===== src/rtl/pgu_regs_pkg.sv =====
package pgu_regs_pkg;
    // word indices of the register map (byte offset / 4)
    localparam int W_DIR    = 0;
    localparam int W_STAT   = 1;
    localparam int W_CMD    = 2;
    localparam int W_FADDR  = 3;
    localparam int W_INV1   = 4;
    localparam int W_RAW    = 5;
    localparam int W_CLR    = 6;
    localparam int W_MASK   = 7;
    localparam int W_MSKD   = 8;
    localparam int W_GATE   = 9;

    localparam int DATA_W     = 32;
    localparam int PAGE_SHIFT = 12;
    localparam int INT_W      = 2;
    localparam int IRQ_FLT    = 0;
    localparam int IRQ_BERR   = 1;

    typedef enum logic [2:0] {
        CMD_PAGE_ON   = 3'd0,
        CMD_PAGE_OFF  = 3'd1,
        CMD_STALL_ON  = 3'd2,
        CMD_STALL_OFF = 3'd3,
        CMD_INV_ALL   = 3'd4,
        CMD_FLT_DONE  = 3'd5,
        CMD_FORCE_RST = 3'd6,
        CMD_NONE      = 3'd7
    } cmd_e;
endpackage


===== src/rtl/pgu_cmd_seq.sv =====
module pgu_cmd_seq
    import pgu_regs_pkg::*;
#(
    parameter int VA_W = 32
) (
    input  logic            clk,
    input  logic            rst_n,
    input  logic            cmd_wr,
    input  logic [2:0]      cmd_code,
    input  logic            inv_one_wr,
    input  logic [VA_W-1:0] inv_one_va,
    input  logic            flt_evt,
    input  logic [VA_W-1:0] flt_va,
    input  logic            flt_wr,
    output logic            paging_o,
    output logic            stall_o,
    output logic            fault_o,
    output logic            fault_wr_o,
    output logic [VA_W-1:0] fault_va_o,
    output logic            inv_all_o,
    output logic            inv_one_o,
    output logic [VA_W-1:0] inv_va_o,
    output logic            force_rst_o,
    output logic            flt_take_o
);
    typedef struct packed {
        logic            paging;
        logic            stall;
        logic            fault;
        logic            fault_wr;
        logic [VA_W-1:0] fault_va;
        logic            inv_all;
        logic            inv_one;
        logic [VA_W-1:0] inv_va;
    } seq_t;

    seq_t st_d, st_q;
    logic force_rst, flt_take;

    always_comb begin
        st_d         = st_q;
        st_d.inv_all = 1'b0;
        st_d.inv_one = 1'b0;
        force_rst    = cmd_wr && (cmd_e'(cmd_code) == CMD_FORCE_RST);
        flt_take     = flt_evt && !st_q.fault && !force_rst;
        if (cmd_wr) begin
            case (cmd_e'(cmd_code))
                CMD_PAGE_ON:   st_d.paging = 1'b1;
                CMD_PAGE_OFF:  st_d.paging = 1'b0;
                CMD_STALL_ON:  if (st_q.paging) st_d.stall = 1'b1;
                CMD_STALL_OFF: st_d.stall = 1'b0;
                CMD_INV_ALL:   st_d.inv_all = 1'b1;
                CMD_FLT_DONE: begin
                    st_d.fault    = 1'b0;
                    st_d.fault_wr = 1'b0;
                end
                default: ;
            endcase
        end
        if (inv_one_wr) begin
            st_d.inv_one = 1'b1;
            st_d.inv_va  = inv_one_va;
        end
        if (flt_take) begin
            st_d.fault    = 1'b1;
            st_d.fault_wr = flt_wr;
            st_d.fault_va = flt_va;
        end
        if (force_rst) st_d = '0;
    end

    always_ff @(posedge clk) begin
        if (!rst_n) st_q <= '0;
        else        st_q <= st_d;
    end

    assign paging_o    = st_q.paging;
    assign stall_o     = st_q.stall;
    assign fault_o     = st_q.fault;
    assign fault_wr_o  = st_q.fault_wr;
    assign fault_va_o  = st_q.fault_va;
    assign inv_all_o   = st_q.inv_all;
    assign inv_one_o   = st_q.inv_one;
    assign inv_va_o    = st_q.inv_va;
    assign force_rst_o = force_rst;
    assign flt_take_o  = flt_take;

    assert_paging_on_R2: assert property (@(posedge clk) disable iff (!rst_n)
        (cmd_wr && cmd_code == 3'd0) |=> st_q.paging);
    assert_stall_needs_paging_R3: assert property (@(posedge clk) disable iff (!rst_n)
        (cmd_wr && cmd_code == 3'd2 && !st_q.paging && !st_q.stall) |=> !st_q.stall);
    assert_inv_all_pulse_R4: assert property (@(posedge clk) disable iff (!rst_n)
        (cmd_wr && cmd_code == 3'd4) |=> inv_all_o);
    assert_fault_capture_R5: assert property (@(posedge clk) disable iff (!rst_n)
        (flt_evt && !fault_o && !(cmd_wr && cmd_code == 3'd6))
        |=> (fault_o && fault_va_o == $past(flt_va)));
    assert_fault_held_R5: assert property (@(posedge clk) disable iff (!rst_n)
        (fault_o && !(cmd_wr && (cmd_code == 3'd5 || cmd_code == 3'd6)))
        |=> (fault_o && $stable(fault_va_o)));
    assert_fault_done_R6: assert property (@(posedge clk) disable iff (!rst_n)
        (cmd_wr && cmd_code == 3'd5 && fault_o) |=> !fault_o);
endmodule


===== src/rtl/pgu_irq.sv =====
module pgu_irq
    import pgu_regs_pkg::*;
(
    input  logic             clk,
    input  logic             rst_n,
    input  logic             force_rst,
    input  logic             flt_set,
    input  logic             berr_set,
    input  logic             clr_wr,
    input  logic             mask_wr,
    input  logic [INT_W-1:0] wbits,
    output logic [INT_W-1:0] raw_o,
    output logic [INT_W-1:0] mask_o,
    output logic [INT_W-1:0] masked_o,
    output logic             irq_o
);
    typedef struct packed {
        logic [INT_W-1:0] raw;
        logic [INT_W-1:0] mask;
    } irq_t;

    irq_t st_d, st_q;
    logic [INT_W-1:0] sets, clrs;

    always_comb begin
        st_d           = st_q;
        sets           = '0;
        sets[IRQ_FLT]  = flt_set;
        sets[IRQ_BERR] = berr_set;
        clrs           = clr_wr ? wbits : '0;
        st_d.raw       = (st_q.raw & ~clrs) | sets;
        if (mask_wr) st_d.mask = wbits;
        if (force_rst) st_d = '0;
    end

    always_ff @(posedge clk) begin
        if (!rst_n) st_q <= '0;
        else        st_q <= st_d;
    end

    assign raw_o    = st_q.raw;
    assign mask_o   = st_q.mask;
    assign masked_o = st_q.raw & st_q.mask;
    assign irq_o    = |masked_o;

    assert_clear_R8: assert property (@(posedge clk) disable iff (!rst_n)
        (clr_wr && !flt_set && !berr_set) |=> ((raw_o & $past(wbits)) == '0));
    assert_bus_err_R7: assert property (@(posedge clk) disable iff (!rst_n)
        (berr_set && !force_rst) |=> raw_o[IRQ_BERR]);
    assert_irq_follows_R9: assert property (@(posedge clk) disable iff (!rst_n)
        (mask_wr && wbits == '0 && !force_rst) |=> !irq_o);
endmodule


===== src/rtl/pgu_ctrl_regs.sv =====
module pgu_ctrl_regs
    import pgu_regs_pkg::*;
#(
    parameter int ADDR_W = 8
) (
    input  logic              clk,
    input  logic              rst_n,
    input  logic              bus_sel,
    input  logic              bus_wr,
    input  logic [ADDR_W-1:0] bus_addr,
    input  logic [31:0]       bus_wdata,
    output logic [31:0]       bus_rdata,
    input  logic              walk_fault,
    input  logic [31:0]       walk_fault_va,
    input  logic              walk_fault_wr,
    input  logic              walk_bus_err,
    input  logic              walk_idle,
    input  logic              replay_empty,
    output logic              paging_on,
    output logic              stall_on,
    output logic              xlate_hold,
    output logic              tlb_inv_all,
    output logic              tlb_inv_one,
    output logic [31:0]       tlb_inv_va,
    output logic [31:0]       dir_base,
    output logic              irq
);
    localparam int WIDX_W = ADDR_W - 2;
    localparam logic [DATA_W-1:0] DIR_KEEP = {{(DATA_W-PAGE_SHIFT){1'b1}}, {PAGE_SHIFT{1'b0}}};

    typedef struct packed {
        logic [DATA_W-1:0] dir;
        logic [DATA_W-1:0] gate;
    } top_t;

    top_t st_d, st_q;
    logic [WIDX_W-1:0] widx;
    logic aligned, wr_en;
    logic cmd_wr, inv_wr, clr_wr, mask_wr;
    logic force_rst, flt_take;
    logic fault_act, fault_wr;
    logic [DATA_W-1:0] fault_va;
    logic [INT_W-1:0] raw, mask, masked;
    logic [DATA_W-1:0] status;

    assign widx    = bus_addr[ADDR_W-1:2];
    assign aligned = (bus_addr[1:0] == 2'b00);
    assign wr_en   = bus_sel && bus_wr && aligned;
    assign cmd_wr  = wr_en && (widx == WIDX_W'(W_CMD));
    assign inv_wr  = wr_en && (widx == WIDX_W'(W_INV1));
    assign clr_wr  = wr_en && (widx == WIDX_W'(W_CLR));
    assign mask_wr = wr_en && (widx == WIDX_W'(W_MASK));

    pgu_cmd_seq #(.VA_W(DATA_W)) u_seq (
        .clk        (clk),
        .rst_n      (rst_n),
        .cmd_wr     (cmd_wr),
        .cmd_code   (bus_wdata[2:0]),
        .inv_one_wr (inv_wr),
        .inv_one_va (bus_wdata),
        .flt_evt    (walk_fault),
        .flt_va     (walk_fault_va),
        .flt_wr     (walk_fault_wr),
        .paging_o   (paging_on),
        .stall_o    (stall_on),
        .fault_o    (fault_act),
        .fault_wr_o (fault_wr),
        .fault_va_o (fault_va),
        .inv_all_o  (tlb_inv_all),
        .inv_one_o  (tlb_inv_one),
        .inv_va_o   (tlb_inv_va),
        .force_rst_o(force_rst),
        .flt_take_o (flt_take)
    );

    pgu_irq u_irq (
        .clk      (clk),
        .rst_n    (rst_n),
        .force_rst(force_rst),
        .flt_set  (flt_take),
        .berr_set (walk_bus_err),
        .clr_wr   (clr_wr),
        .mask_wr  (mask_wr),
        .wbits    (bus_wdata[INT_W-1:0]),
        .raw_o    (raw),
        .mask_o   (mask),
        .masked_o (masked),
        .irq_o    (irq)
    );

    always_comb begin
        st_d = st_q;
        if (wr_en && widx == WIDX_W'(W_DIR))  st_d.dir  = bus_wdata & DIR_KEEP;
        if (wr_en && widx == WIDX_W'(W_GATE)) st_d.gate = bus_wdata;
        if (force_rst) st_d = '0;
    end

    always_ff @(posedge clk) begin
        if (!rst_n) st_q <= '0;
        else        st_q <= st_d;
    end

    always_comb begin
        status     = '0;
        status[0]  = paging_on;
        status[1]  = fault_act;
        status[2]  = stall_on;
        status[3]  = walk_idle;
        status[4]  = replay_empty;
        status[5]  = fault_wr;
        status[31] = !stall_on;
    end

    always_comb begin
        bus_rdata = '0;
        if (bus_sel && aligned) begin
            case (widx)
                WIDX_W'(W_DIR):   bus_rdata = st_q.dir;
                WIDX_W'(W_STAT):  bus_rdata = status;
                WIDX_W'(W_FADDR): bus_rdata = fault_va;
                WIDX_W'(W_RAW):   bus_rdata = DATA_W'(raw);
                WIDX_W'(W_MASK):  bus_rdata = DATA_W'(mask);
                WIDX_W'(W_MSKD):  bus_rdata = DATA_W'(masked);
                WIDX_W'(W_GATE):  bus_rdata = st_q.gate;
                default:          bus_rdata = '0;
            endcase
        end
    end

    assign dir_base   = st_q.dir;
    assign xlate_hold = stall_on || fault_act;

    assert_dir_write_R1: assert property (@(posedge clk) disable iff (!rst_n)
        (wr_en && widx == WIDX_W'(W_DIR))
        |=> (dir_base == {$past(bus_wdata[31:PAGE_SHIFT]), {PAGE_SHIFT{1'b0}}}));
    assert_force_reset_R10: assert property (@(posedge clk) disable iff (!rst_n)
        (cmd_wr && bus_wdata[2:0] == 3'd6)
        |=> (dir_base == '0 && !paging_on && !stall_on && !irq));
    assert_gate_store_R12: assert property (@(posedge clk) disable iff (!rst_n)
        (wr_en && widx == WIDX_W'(W_GATE)) |=> (st_q.gate == $past(bus_wdata)));
    assert_status_ro_R11: assert property (@(posedge clk) disable iff (!rst_n)
        (wr_en && widx == WIDX_W'(W_STAT) && !walk_fault)
        |=> ($stable(paging_on) && $stable(stall_on)));
endmodule


===== config.mk =====
export PLATFORM = sky130hd
export DESIGN_NAME = pgu_ctrl_regs
export DESIGN_NICKNAME = d
export VERILOG_FILES = /design/src/rtl/pgu_regs_pkg.sv /design/src/rtl/pgu_cmd_seq.sv /design/src/rtl/pgu_irq.sv /design/src/rtl/pgu_ctrl_regs.sv
export SDC_FILE = /design/constraint.sdc
export NUM_CORES = 1
export LEC_CHECK = 0
export CAP_MARGIN = 40
export CORE_ASPECT_RATIO = 1.5
export CORE_MARGIN = 2
export CORE_UTILIZATION = 35
export DETAILED_ROUTE_END_ITERATION = 8
export PLACE_DENSITY = 0.71
export SETUP_SLACK_MARGIN = 0.4
export SYNTH_ARGS = -nofsm -noshare
export SYNTH_HDL_FRONTEND = slang
export SYNTH_SLANG_ARGS = --single-unit
export TNS_END_PERCENT = 20

===== constraint.sdc =====
create_clock -name clk -period 4.1 [get_ports clk]
set_input_delay 0.82 -clock clk [delete_from_list [all_inputs] [get_ports clk]]
set_output_delay 0.82 -clock clk [all_outputs]
set_load 0.02 [all_outputs]

# --- After elaboration in Yosys (flattened, before gate mapping) ---
# Index checks and enable logic that the tools add are counted.
classes:
  n_eq_ne: 16
  n_mux: 11
  bitwise: 6
  n_reduce_logical: 29
ops:
  columns: ["op", "count"]
  rows:
  - ["32-bit case mux with 7 select lines", 1]
  - ["34-bit two-way mux", 1]
  - ["33-bit two-way mux", 1]
  - ["32-bit two-way mux", 1]
  - ["6-bit by 3-bit equality test with 1-bit output (second input constant)", 4]
  - ["6-bit by 2-bit equality test with 1-bit output (second input constant)", 2]
  - ["6-bit by 4-bit equality test with 1-bit output (second input constant)", 2]
  - ["1-bit logical AND", 12]
  - ["3-bit equality test (second input constant)", 3]
  - ["2-bit nonzero test", 4]
  - ["3-bit by 2-bit equality test with 1-bit output (second input constant)", 2]
  - ["6-bit by 1-bit equality test with 1-bit output (second input constant)", 1]
  - ["6-bit logical NOT", 1]
  - ["2-bit two-way mux", 3]
  - ["2-bit bitwise AND", 2]
  - ["1-bit case mux with 2 select lines", 2]
  - ["2-bit AND reduction", 2]
  - ["2-bit OR reduction", 2]
  - ["3-bit by 1-bit equality test with 1-bit output (second input constant)", 1]
  - ["1-bit logical NOT", 3]
  - ["3-bit logical NOT", 1]
  - ["3-bit AND reduction", 1]
  - ["3-bit OR reduction", 1]
  - ["2-bit logical NOT", 1]
  - ["6 further kinds", 8]
word_totals:
  ff_bits: 126
  output_inout_bits: 102
  elab_cells: 74

# --- Depth between registers and ports, before layout ---
logic_depth:
  ltp_word: 8
  depth_mapped: 7

# --- Cells and area by module ---
# Synthesis repeated with hierarchy kept, for this count alone.
hier_totals:
  cells_unflattened: 686
  hier_area_um2: 6246.0
by_module_without_submodules:
  columns: ["module", "n_inst", "cells_per_inst", "area_each_um2", "seq_area_each_um2"]
  rows:
  - ["pgu_ctrl_regs", 1, 461, 3498.4, 1041.0]
  - ["pgu_cmd_seq", 1, 207, 2575.0, 1401.3]
  - ["pgu_irq", 1, 18, 172.7, 80.1]

# --- Worst setup path after synthesis ---
# OpenSTA, ideal clock, no wires.
synth_path:
  path_kind: "input to output"
  start: "input port bus_addr[5]"
  end: "output port bus_rdata[30]"
  t_arrival_ps: 2400
  t_required_ps: 3280
  slack_ps: 880
  path_stages: 5
  path_buffers: 1
  path_cell_list: "or4_4 > nor2_1 > clkbuf_1 > a222oi_1 > nor2_1"
synth_between:
  elab_chain_cells: 3
synth_lines:
  columns: ["element", "line", "text"]
  rows:
  - ["start, declared", "pgu_ctrl_regs.sv:10", "input logic [ADDR_W-1:0] bus_addr,"]
  - ["6-bit by 4-bit equality test with 1-bit output (tied with other cells)", "pgu_ctrl_regs.sv:117", "case (widx)"]
  - ["32-bit case mux with 7 select lines *", "pgu_ctrl_regs.sv:117", null]
  - ["32-bit two-way mux *", "pgu_ctrl_regs.sv:116", "if (bus_sel && aligned) begin"]
  - ["end, declared", "pgu_ctrl_regs.sv:12", "output logic [31:0] bus_rdata,"]
# Mark *: on every way between the ends. The rest lies on a longest branch, timed or not.

# --- Final worst setup path ---
layout_path:
  start: "input port bus_addr[5]"
  end: "output port bus_rdata[12]"
# Same word-level chain as after synthesis.

==> results list <==
- Result of the run: finished clean
* Detailed placer's ending HPWL: 12.1 mm
- TritonRoute pass-1 iters: 5
- Number of synthesis warnings: 0
* Count of unique library cells instantiated by Yosys: 44
- Proportion of synthesized flip-flops having asynchronous set or reset: 0%
- The initial antenna violation count is 0.
- Critical path data arrival time: 3130 ps
* Post-Synth Simple-Gate Area: 19.6%
* Actual slew at the worst max-slew pin: 874 ps
* Number of failing hold endpoints at the final stage: 0
* Max FO, Critical Path: 18
- Top delay family on crit path: buffers and inverters
- Syn-to-layout area delta: 44.9%
* Sequential fraction of the synthesis area: 46.4%
- Setup violations, final: 0
- Final wirelength: 17.6 mm
* Max_cap viols: 0
* Total power consumption of the routed design: 3.11 mW
- Input and output buffers added on the ports amount to 170.
- Commonest register cell after synthesis: sky130_fd_sc_hd__dfxtp_1
- STA classifies the critical path startpoint as a primary input.
- After clock tree synthesis, the flow added hold-fix buffers numbering 0.
* Global-route usage over all layers: 21.1%
* Setup repair after global routing missed its margin: true
- Measured along the y axis, the die boundary spans 157 um.
* Count of flip-flops with a built-in enable after synthesis: 0
- CTS clock-pin slew for the worst setup and hold paths: 50 ps
- Maximum clock insertion buffer count: 2
- The synthesized netlist devotes 22.7% of its cell area to compound gates.
- After synthesis, the mean cell area works out to 8.43 sq um.
- Worst clock skew on the final layout: 6.04 ps
* Setup_tns: 0 ps
- In the final routed layout, each cell accounts on average for 17.7 um.
- In this run the power density over the cells is around 400 nW/um^2.
* Final GP Congestion: roughly 0.86
* GRT overflow: 0
- Critical Path Sink Type: output port
* Multiplexer share of the synthesized area: 1.61%
* Nets: about 870
* Initial core utilization: between 30% and 40%
- At the later pin of the worst-skew pair, clock insertion delay measures 410 ps.
* Global-route wire length before repair: 27.1 mm
- Antenna viol nets, final: 0
- In the layout the commonest cells are 155 x sky130_fd_sc_hd__nand2_1, 155 x sky130_fd_sc_hd__clkdlybuf4s50_1, 126 x sky130_fd_sc_hd__dfxtp_1, 90 x sky130_fd_sc_hd__a21oi_1, 35 x sky130_fd_sc_hd__nor2_1.
- Number of fill cells: between 1,000 and 1,500
- Number of vias per cell: 5.29
- Critical Path Slowest Stage Cell: sky130_fd_sc_hd__or4_4
- Antenna Cells: 0
* Number of CTS-inserted buffers: 17
- The post-route netlist has 13.9% of its cells at a drive strength greater than 1.
* Row count: 55
- The max-slew violation count was 0.
* Total of flip-flops plus latches after synthesis: approximately 130
- Number of levels the H-tree was split into: 4
- The routed layout has 5,277 vias.
* Number of global-route vias before repair: 5,174
- Pin placement for this block handled about 180 I/O pins.
* Buffers plus inverters on the worst setup path: 3
- Instance count of the mapped netlist: 645
- The tree is rooted in a sky130_fd_sc_hd__clkbuf_16.
- The total area inside the core boundary comes to between 15,000 and 20,000 sq um.
- The worst setup path is of the in2out kind.
* Violation count after the first detailed-routing iteration: 402
* Highest clock frequency the design can meet: 253 MHz
- Cell area after technology mapping: 5440 sq um
* Horiz. Die Dim: about 110 um
* Final period utilization: between 90% and 100%
* Setup fix buffers added after clock tree synthesis: 0
- Summing the areas of all fa, ha and maj instances in the mapped netlist gives 0% of the synthesized area.
* Final Core Density: 52.1%
- Xor-xnor portion of the synthesized cell area: 0%
- The worst path in the final design needs a cycle of 3950 ps, including I/O delays and setup.
- Hold WC Path Type: reg2reg
* Req. time, crit path: 3280 ps
- Combinational family with the most area after synthesis: compound AO/OA/AOI/OAI gates
* Largest net degree at the start of global routing: 54
- Crit-path max cell delay: around 610 ps
- In this run the static leakage power is 2.79 nW.
- Max IR drop VDD: 0.172 mV
- Cell type with the highest occurrence count on the critical path: sky130_fd_sc_hd__clkdlybuf4s50_1
* Floorplan die area: between 15,000 and 20,000 sq um
* DRC: 0
- WHS: 451 ps
* Crit-path cells: clkdlybuf4s50_1, or4_4, nor3_4, buf_6, a222oi_1, nor2_1, clkdlybuf4s50_1
* Headroom to the max-slew limit: 41.6%
* Clock Sinks: 126
* CTS tree: done
[cell type report]
class,instances,area [sq um],share of cell area (%)
multi-input combinational,439,2500,31.7
clock inverter,10,161,2.05
clock buffer,22,464,5.89
sequential,126,2520,32.0
tap,199,249,3.16
inverter,1,3.75,0.0476
timing repair buffer,201,1990,25.2
[cell usage after synthesis (all sizes together), types with 2 or more instances]
library cell  instances  area (sq um)
mux2                  6          67.6
or4                   2          18.8
nand2               155           582
a21oi                90           450
nand2b                2          12.5
nand4b                4          35.0
nand3                23           115
a22oi                12          90.1
or2                   2          12.5
nor3                  6          30.0
a222oi               20           200
o31ai                 2          15.0
or3                   4          25.0
mux2i                 2          20.0
o21ai                 9          56.3
clkbuf               38           143
o211ai                2          15.0
o221a                32           360
dfxtp               126          2520
nor4bb                3          30.0
nor2                 37           139
buf                  52           382
[report_power, final]
part	leakage (nW)	switching (mW)	internal, mW
clock network	0.296	0.543	1.05
logic	1.47	0.114	0.126
registers	1.02	0.0189	1.26
[per-stage QoR]
step | instances | worst slack, ps | area, sq um
6_report | 998 | 151 | 7880
5_1_grt | 998 | 40.4 | 7880
4_1_cts | 998 | 126 | 7870
3_5_place_dp | 965 | 75.1 | 7230
3_3_place_gp | 965 | 107 | 7230
2_1_floorplan | 656 | 880 | 5480
[sequential cells by signal, indices dropped and copies added, names as in the netlist]
signal / flops
u_seq.fault_o: 1
u_irq.mask_o: 2
u_seq.inv_one_o: 1
st_q: 32
u_seq.fault_wr_o: 1
u_seq.fault_va_o: 32
u_seq.paging_o: 1
dir_base: 20
u_seq.inv_va_o: 32
u_seq.stall_o: 1
u_seq.inv_all_o: 1
u_irq.raw_o: 2
[worst paths after layout]
path | slack (ps) | end | from | cells past startpoint
hold / removal | 450 | u_seq.inv_va_o[11] | u_seq.inv_va_o[11] | 2
hold reg to reg | 450 | u_seq.inv_va_o[11] | u_seq.inv_va_o[11] | 2
setup reg to reg | 2420 | u_seq.fault_va_o[12] | u_seq.fault_o | 5
setup / recovery | 150 | bus_rdata[12] | bus_addr[5] | 7
[cell families after synthesis]
group,count (synthesis)
flip-flops,126
multiplexers,8
other,1
buffers and inverters,91
AND/OR/NAND/NOR,246
AO/OA/AOI/OAI,173
[per-layer routing]
metal,part of all wire (%),vias up,routed length (um),global-route usage [%]
li1,-,2528,-,-
met1,38,2502,6680,22.2
met2,53,219,9380,39.5
met3,6.5,28,1140,5.12
met4,2.4,0,416,9.27
met5,0,-,0,0
[timing repair]
action	4_1_cts	5_1_grt
cloned	1	0
gates resized for setup	12	7
endpoints found under the hold margin	0	0
endpoints found under the setup margin	32	32
[worst min-delay path: stages, from the launching register on]
cell                      delay [ps]
sky130_fd_sc_hd__dfxtp_1         300
sky130_fd_sc_hd__nand2_1          50
sky130_fd_sc_hd__a21oi_1          50
Note: power is estimated with default switching activity, not from simulation.
